## config.mk

```make
export PLATFORM = sky130hd
export DESIGN_NAME = ddr_bank_tracker
export DESIGN_NICKNAME = d
export VERILOG_FILES = /design/src/rtl/dbt_pkg.sv /design/src/rtl/dbt_cnt.sv /design/src/rtl/dbt_bank.sv /design/src/rtl/ddr_bank_tracker.sv
export SDC_FILE = /design/constraint.sdc
export NUM_CORES = 1
export LEC_CHECK = 0
export ABC_CLOCK_PERIOD_IN_PS = 3600
export BUFFER_PORTS_ARGS = -buffer_cell sky130_fd_sc_hd__buf_2
export CORE_ASPECT_RATIO = 1.2
export CORE_UTILIZATION = 35
export DETAILED_ROUTE_END_ITERATION = 10
export MAX_ROUTING_LAYER = met4
export SYNTH_ARGS = -nofsm -noshare
export SYNTH_HDL_FRONTEND = slang
export SYNTH_SLANG_ARGS = --single-unit
```

## constraint.sdc

```tcl
create_clock -name clk -period 3.6 [get_ports clk]
set_input_delay 1.08 -clock clk [delete_from_list [all_inputs] [get_ports clk]]
set_output_delay 1.08 -clock clk [all_outputs]
set_load 0.02 [all_outputs]
```

## src/rtl/dbt_pkg.sv

```systemverilog
package dbt_pkg;

    localparam logic [2:0] OP_NONE = 3'd0;
    localparam logic [2:0] OP_ACT  = 3'd1;
    localparam logic [2:0] OP_RD   = 3'd2;
    localparam logic [2:0] OP_WR   = 3'd3;
    localparam logic [2:0] OP_PRE  = 3'd4;

    // Per-bank request derived from one accepted command
    typedef struct packed {
        logic act;
        logic rd;
        logic wr;
        logic pre;
        logic ap;
    } bank_req_t;

    // Clock cycles occupied by one burst (half the beats)
    function automatic int unsigned burst_cycles(input logic [1:0] code);
        case (code)
            2'd2:    return 2;
            2'd3:    return 4;
            default: return 1;
        endcase
    endfunction

endpackage

```

## src/rtl/dbt_cnt.sv

```systemverilog
module dbt_cnt #(
    parameter int W = 4
) (
    input  logic         clk,
    input  logic         rst,
    input  logic         load,
    input  logic [W-1:0] val,
    output logic         zero
);
    logic [W-1:0] cnt_q;

    always_ff @(posedge clk) begin
        if (rst)
            cnt_q <= '0;
        else if (load)
            cnt_q <= val;
        else if (cnt_q != '0)
            cnt_q <= cnt_q - 1'b1;
    end

    assign zero = (cnt_q == '0);
endmodule

```

## src/rtl/dbt_bank.sv

```systemverilog
module dbt_bank
    import dbt_pkg::*;
#(
    parameter int ROW_W = 12,
    parameter int CW    = 6,
    parameter int T_RCD = 3,
    parameter int T_RAS = 6,
    parameter int T_RP  = 3,
    parameter int T_RC  = 9,
    parameter int T_WR  = 2
) (
    input  logic             clk,
    input  logic             rst,
    input  bank_req_t        req,
    input  logic [ROW_W-1:0] row_in,
    input  logic [CW-1:0]    bcyc,
    output logic             is_open,
    output logic [ROW_W-1:0] row_q,
    output logic             act_ok,
    output logic             rdwr_ok,
    output logic             pre_ok
);
    logic open_q, ap_pend;
    logic rcd_z, ras_z, rc_z, rp_z, bst_z;
    logic ap_fire, close_now, col_req;
    logic [CW-1:0] bst_val;

    assign col_req   = req.rd | req.wr;
    assign bst_val   = req.rd ? (bcyc - 1'b1) : (bcyc + CW'(T_WR) - 1'b1);
    assign ap_fire   = open_q & ap_pend & ras_z & bst_z;
    assign close_now = ap_fire | (req.pre & open_q);

    dbt_cnt #(.W(CW)) u_rcd (.clk(clk), .rst(rst), .load(req.act), .val(CW'(T_RCD - 1)), .zero(rcd_z));
    dbt_cnt #(.W(CW)) u_ras (.clk(clk), .rst(rst), .load(req.act), .val(CW'(T_RAS - 1)), .zero(ras_z));
    dbt_cnt #(.W(CW)) u_rc  (.clk(clk), .rst(rst), .load(req.act), .val(CW'(T_RC - 1)),  .zero(rc_z));
    dbt_cnt #(.W(CW)) u_rp  (.clk(clk), .rst(rst), .load(close_now), .val(CW'(T_RP - 1)), .zero(rp_z));
    dbt_cnt #(.W(CW)) u_bst (.clk(clk), .rst(rst), .load(col_req), .val(bst_val),        .zero(bst_z));

    always_ff @(posedge clk) begin
        if (rst) begin
            open_q  <= 1'b0;
            ap_pend <= 1'b0;
            row_q   <= '0;
        end else begin
            if (req.act) begin
                open_q <= 1'b1;
                row_q  <= row_in;
            end else if (close_now) begin
                open_q  <= 1'b0;
                ap_pend <= 1'b0;
            end
            if (col_req && req.ap)
                ap_pend <= 1'b1;
        end
    end

    assign is_open = open_q;
    assign act_ok  = ~open_q & rp_z & rc_z;
    assign rdwr_ok = open_q & rcd_z & ~ap_pend;
    assign pre_ok  = ~open_q | (ras_z & bst_z & ~ap_pend);

    AST_ACT_OPENS: assert property (@(posedge clk) disable iff (rst)
        req.act |=> is_open && !act_ok);
    AST_AP_BLOCKS_BANK: assert property (@(posedge clk) disable iff (rst)
        (col_req && req.ap) |=> !rdwr_ok && !pre_ok);

    generate
        if (T_RCD > 1) begin : g_rcd_chk
            AST_RCD_GAP: assert property (@(posedge clk) disable iff (rst)
                req.act |=> !rdwr_ok);
        end
        if (T_RAS > 1) begin : g_ras_chk
            AST_RAS_GAP: assert property (@(posedge clk) disable iff (rst)
                req.act |=> !pre_ok);
        end
        if (T_RP > 1) begin : g_rp_chk
            AST_RP_GAP: assert property (@(posedge clk) disable iff (rst)
                $fell(is_open) |-> !act_ok);
        end
    endgenerate
endmodule

```

## src/rtl/ddr_bank_tracker.sv

```systemverilog
module ddr_bank_tracker
    import dbt_pkg::*;
#(
    parameter int NUM_BANKS = 4,
    parameter int ROW_W     = 12,
    parameter int T_RCD     = 3,
    parameter int T_RAS     = 6,
    parameter int T_RP      = 3,
    parameter int T_RC      = 9,
    parameter int T_RRD     = 2,
    parameter int T_WR      = 2
) (
    input  logic                       clk,
    input  logic                       rst,
    input  logic [2:0]                 cmd_op,
    input  logic [$clog2(NUM_BANKS)-1:0] cmd_bank,
    input  logic [ROW_W-1:0]           cmd_row,
    input  logic                       cmd_a10,
    input  logic [1:0]                 burst_code,
    output logic [NUM_BANKS-1:0]       bank_open,
    output logic [NUM_BANKS*ROW_W-1:0] open_rows,
    output logic [NUM_BANKS-1:0]       act_ok,
    output logic [NUM_BANKS-1:0]       rdwr_ok,
    output logic [NUM_BANKS-1:0]       pre_ok,
    output logic                       pre_all_ok,
    output logic                       protocol_error
);
    localparam int MAXT = T_RC + T_RAS + T_RP + T_RRD + T_RCD + T_WR + 8;
    localparam int CW   = $clog2(MAXT + 1);

    logic [NUM_BANKS-1:0] bank_act_ok;
    logic [NUM_BANKS-1:0] sel;
    logic                 rrd_z, is_cmd, legal, accept;
    logic [CW-1:0]        bcyc;

    assign bcyc = CW'(burst_cycles(burst_code));
    assign sel  = NUM_BANKS'(1) << cmd_bank;

    always_comb begin
        is_cmd = 1'b1;
        legal  = 1'b1;
        case (cmd_op)
            OP_ACT:        legal = bank_act_ok[cmd_bank] & rrd_z;
            OP_RD, OP_WR:  legal = rdwr_ok[cmd_bank];
            OP_PRE:        legal = cmd_a10 ? pre_all_ok : pre_ok[cmd_bank];
            default:       is_cmd = 1'b0;
        endcase
    end
    assign accept = is_cmd & legal;

    dbt_cnt #(.W(CW)) u_rrd (
        .clk(clk), .rst(rst),
        .load(accept && cmd_op == OP_ACT),
        .val(CW'(T_RRD - 1)),
        .zero(rrd_z)
    );

    generate
        for (genvar b = 0; b < NUM_BANKS; b++) begin : g_bank
            bank_req_t req;
            assign req.act = accept && cmd_op == OP_ACT && sel[b];
            assign req.rd  = accept && cmd_op == OP_RD  && sel[b];
            assign req.wr  = accept && cmd_op == OP_WR  && sel[b];
            assign req.pre = accept && cmd_op == OP_PRE && (cmd_a10 || sel[b]);
            assign req.ap  = cmd_a10;

            dbt_bank #(
                .ROW_W(ROW_W), .CW(CW), .T_RCD(T_RCD), .T_RAS(T_RAS),
                .T_RP(T_RP), .T_RC(T_RC), .T_WR(T_WR)
            ) u_bank (
                .clk(clk), .rst(rst), .req(req), .row_in(cmd_row), .bcyc(bcyc),
                .is_open(bank_open[b]),
                .row_q(open_rows[b*ROW_W +: ROW_W]),
                .act_ok(bank_act_ok[b]),
                .rdwr_ok(rdwr_ok[b]),
                .pre_ok(pre_ok[b])
            );
        end
    endgenerate

    assign act_ok     = rrd_z ? bank_act_ok : '0;
    assign pre_all_ok = &pre_ok;

    always_ff @(posedge clk) begin
        if (rst) protocol_error <= 1'b0;
        else     protocol_error <= is_cmd & ~legal;
    end

    AST_ERR_HAS_CMD: assert property (@(posedge clk) disable iff (rst)
        protocol_error |-> ($past(cmd_op) != OP_NONE));

    generate
        if (T_RRD > 1) begin : g_rrd_chk
            AST_RRD_GAP: assert property (@(posedge clk) disable iff (rst)
                (accept && cmd_op == OP_ACT) |=> (act_ok == '0));
        end
    endgenerate
endmodule

```

==> results.md <==
* Crit path from: g_bank[1].u_bank.u_ras.cnt_q[0]
* Residual DRC at 0
* Fin area at 0.00998 mm^2
* Synth Instances at 1043
* CTS buffer count at 17
* First-pass DRT Iterations at 4
* Post-cts resize count at 0
* Maxcap violations at 0
* Cell area after placement at 0.00936 mm^2
* Total grt overflow at 0
* PortBufs at 87
* Final cell count without fillers at 1456
* Rel. slew slack at 0.510
* Setup_tns at 0 ns
* Worst Slack Setup Final at 0.129 ns
* Register area share after synthesis at 0.422
* CP Capture Type: output port
* DRT iter0 DRCs at 383
* H-Tree Depth at 4
* Fin crit share at 0.964
* Path depth of the worst reg2reg path at 9
* CP Capture Point: pre_all_ok
* Cell variety after synth at 67
* Fin. Hold Viols at 0
* CP Data Required Time at 2.52 ns
* Global-route wire length before repair at 34.4 mm
* P per Cell Area at 899 mW/mm^2
* WL/cell at 14.3 um
* Post-route ant nets at 0
* Initial antenna violation count at 2
* Largest net degree at the start of global routing at 58
* Final Max Tran Viols at 0
* Fillers at 2422
* Clock-pin slew on the worst setup and hold paths at 0.07 ns
* Synth warn at 0
* Clock skew at 0.0138 ns
* Final setup vio count at 0
* Die extent in x at 146 um
* Post-CTS Setup Inserts at 0
* Worst hold margin at 0.448 ns
* Placed cells at 1422
* Post-Syn Area per Cell at 8.32 um^2
* Clk root buf: clkbuf_16
* CTS Hold Bufs at 0
* Crit path kind: flop to output port
* Worst Path Arrival at 2.39 ns
* Cell Rows at 62
* Vias in the first global route at 6891
* GR Util All Layers at 0.175
* Die ar. at 0.0254 mm^2
* Synthesized Nets at 1107
* DIE HEIGHT at 174 um
* DR vias at 7134
* Storage cell area at 0.00366 mm^2
* Avg Vias per Cell at 4.90
* Power Total at 8.98 mW
* Most common cell after layout, fill and taps aside: dfxtp_1
* Initial core utilization at 0.360
* GP Congestion at 0.867
* TritonCTS clock tree: yes
* Post-synth ARST share at 0
* Final HPWL DP at 15.2 mm
* Dpl ws at 0.598 ns
* Hold Path Class: flop to flop
* FF-to-FF Start: g_bank[3].u_bank.u_ras.cnt_q[0]
* Cell leakage power at 4.10 nW
* Yosys reg bits at 183
* Synth Cell Area at 0.00867 mm^2
* Final Critical Period at 3.47 ns
* TritonCTS Sinks at 183
* RSZ-0062 raised after global routing: no
* Critical path startpoint category: flop
* Post-layout util at 0.414
* Clk Latency, worst-skew pair at 0.44 ns
* Most frequent cells in the layout: 183 x dfxtp_1, 171 x nand2_1, 113 x nor2_1
* Status: finished clean
* Reg-to-reg slack, setup at 0.98 ns
* Final WL at 20.9 mm
* Nets at 1185
* Post-synth EDFFs at 0
* Reg-to-reg endpoint: g_bank[3].u_bank.u_rp.cnt_q[3]
* Achievable clock frequency at 288 MHz
* Most used flip-flop cell after synthesis: dfxtp_1
* Peak supply drop at 0.000377 V
* CP max FO at 4
* Max clock buf depth at 2
* Area Overhead vs Synth at 15.0%
* Top Ports at 88
* CORE AREA at 0.0241 mm^2
* Footprint of the multi-input gates at 0.00457 mm^2
* Share of cells above drive strength 1 at 0.139
* Pin slew with the least headroom to its limit at 0.733 ns
worst max-delay path: stages (launching register included):
cell,delay [ns]
dfxtp_1,0.32
inv_1,0.13
ha_1,0.19
nor2b_1,0.26
nand4b_1,0.25
a22oi_1,0.36
and3_2,0.27
buf_2,0.17
routing by layer:
| layer | global-route usage | wire [um] |
|---|---|---|
| met1 | 0.205 | 9210 |
| met3 | 0.0383 | 842 |
| met4 | 0.0684 | 484 |
| met5 | - | 0 |
| met2 | 0.293 | 10300 |
report_power, final:
| part | switching [mW] | internal [mW] | total (mW) |
|---|---|---|---|
| Combinational | 2.11 | 1.72 | 3.83 |
| Sequential | 0.511 | 2.68 | 3.19 |
| Clock | 0.828 | 1.12 | 1.95 |
state kept, by name, indices dropped and copies added (netlist names), 6 cells and up:
register	cells
u_rrd.cnt_q	6
g_bank.u_bank.u_bst.cnt_q	24
g_bank.u_bank.u_rp.cnt_q	24
g_bank.u_bank.u_rcd.cnt_q	24
g_bank.u_bank.u_ras.cnt_q	24
g_bank.u_bank.row_q	48
g_bank.u_bank.u_rc.cnt_q	24
cell families (layout without fill, tap and decap cells):
kind of cell,Yosys count,count (layout),share of synthesized area
fa+ha+maj,42,42,0.0606
simple gates,482,482,0.261
compound gates,156,156,0.110
buf+inv,89,179,0.0511
mux,6,6,0.00865
other cells,0,3,0
flops,183,183,0.422
xor+xnor,85,85,0.0858
cell usage after synthesis, types with 8 or more instances:
master      n  share of area
a21oi_1    94          0.054
dfxtp_1   183           0.42
buf_4      14          0.012
inv_1      45          0.019
ha_1       42          0.061
or3_1       8         0.0058
nand3_1    31          0.018
o21ai_0    21          0.012
xor2_1     33          0.033
nor2_1    113          0.049
and3_1     12         0.0087
xnor2_1    52          0.053
nor4_1     14          0.010
a211oi_1   10         0.0087
nand3b_1   14          0.012
clkbuf_1   19         0.0082
nor3_1     70          0.040
nand2_1   171          0.074
area by class of cell:
cell class | count | share of cell area
clock inverter | 12 | 0.0168
clock buffer | 19 | 0.0444
antenna | 3 | 0.000752
sequential | 183 | 0.367
multi-input combinational | 771 | 0.458
timing repair buffer | 102 | 0.0552
inverter | 46 | 0.0173
tap | 320 | 0.0401
worst min-delay path by stage:
stage | start | end | slack (ns) | depth (start not counted)
floorplan | g_bank[1].u_bank.u_rc.cnt_q[0] | g_bank[1].u_bank.u_rc.cnt_q[0] | 0.44 | 2
global placement | g_bank[2].u_bank.row_q[0] | g_bank[2].u_bank.row_q[0] | 0.44 | 2
detailed placement | g_bank[1].u_bank.row_q[8] | g_bank[1].u_bank.row_q[8] | 0.44 | 2
CTS | g_bank[1].u_bank.row_q[8] | g_bank[1].u_bank.row_q[8] | 0.45 | 2
global route | g_bank[1].u_bank.row_q[10] | g_bank[1].u_bank.row_q[10] | 0.48 | 2
finish | g_bank[1].u_bank.row_q[8] | g_bank[1].u_bank.row_q[8] | 0.45 | 2
No activity file was read; power rests on OpenSTA's default activity.
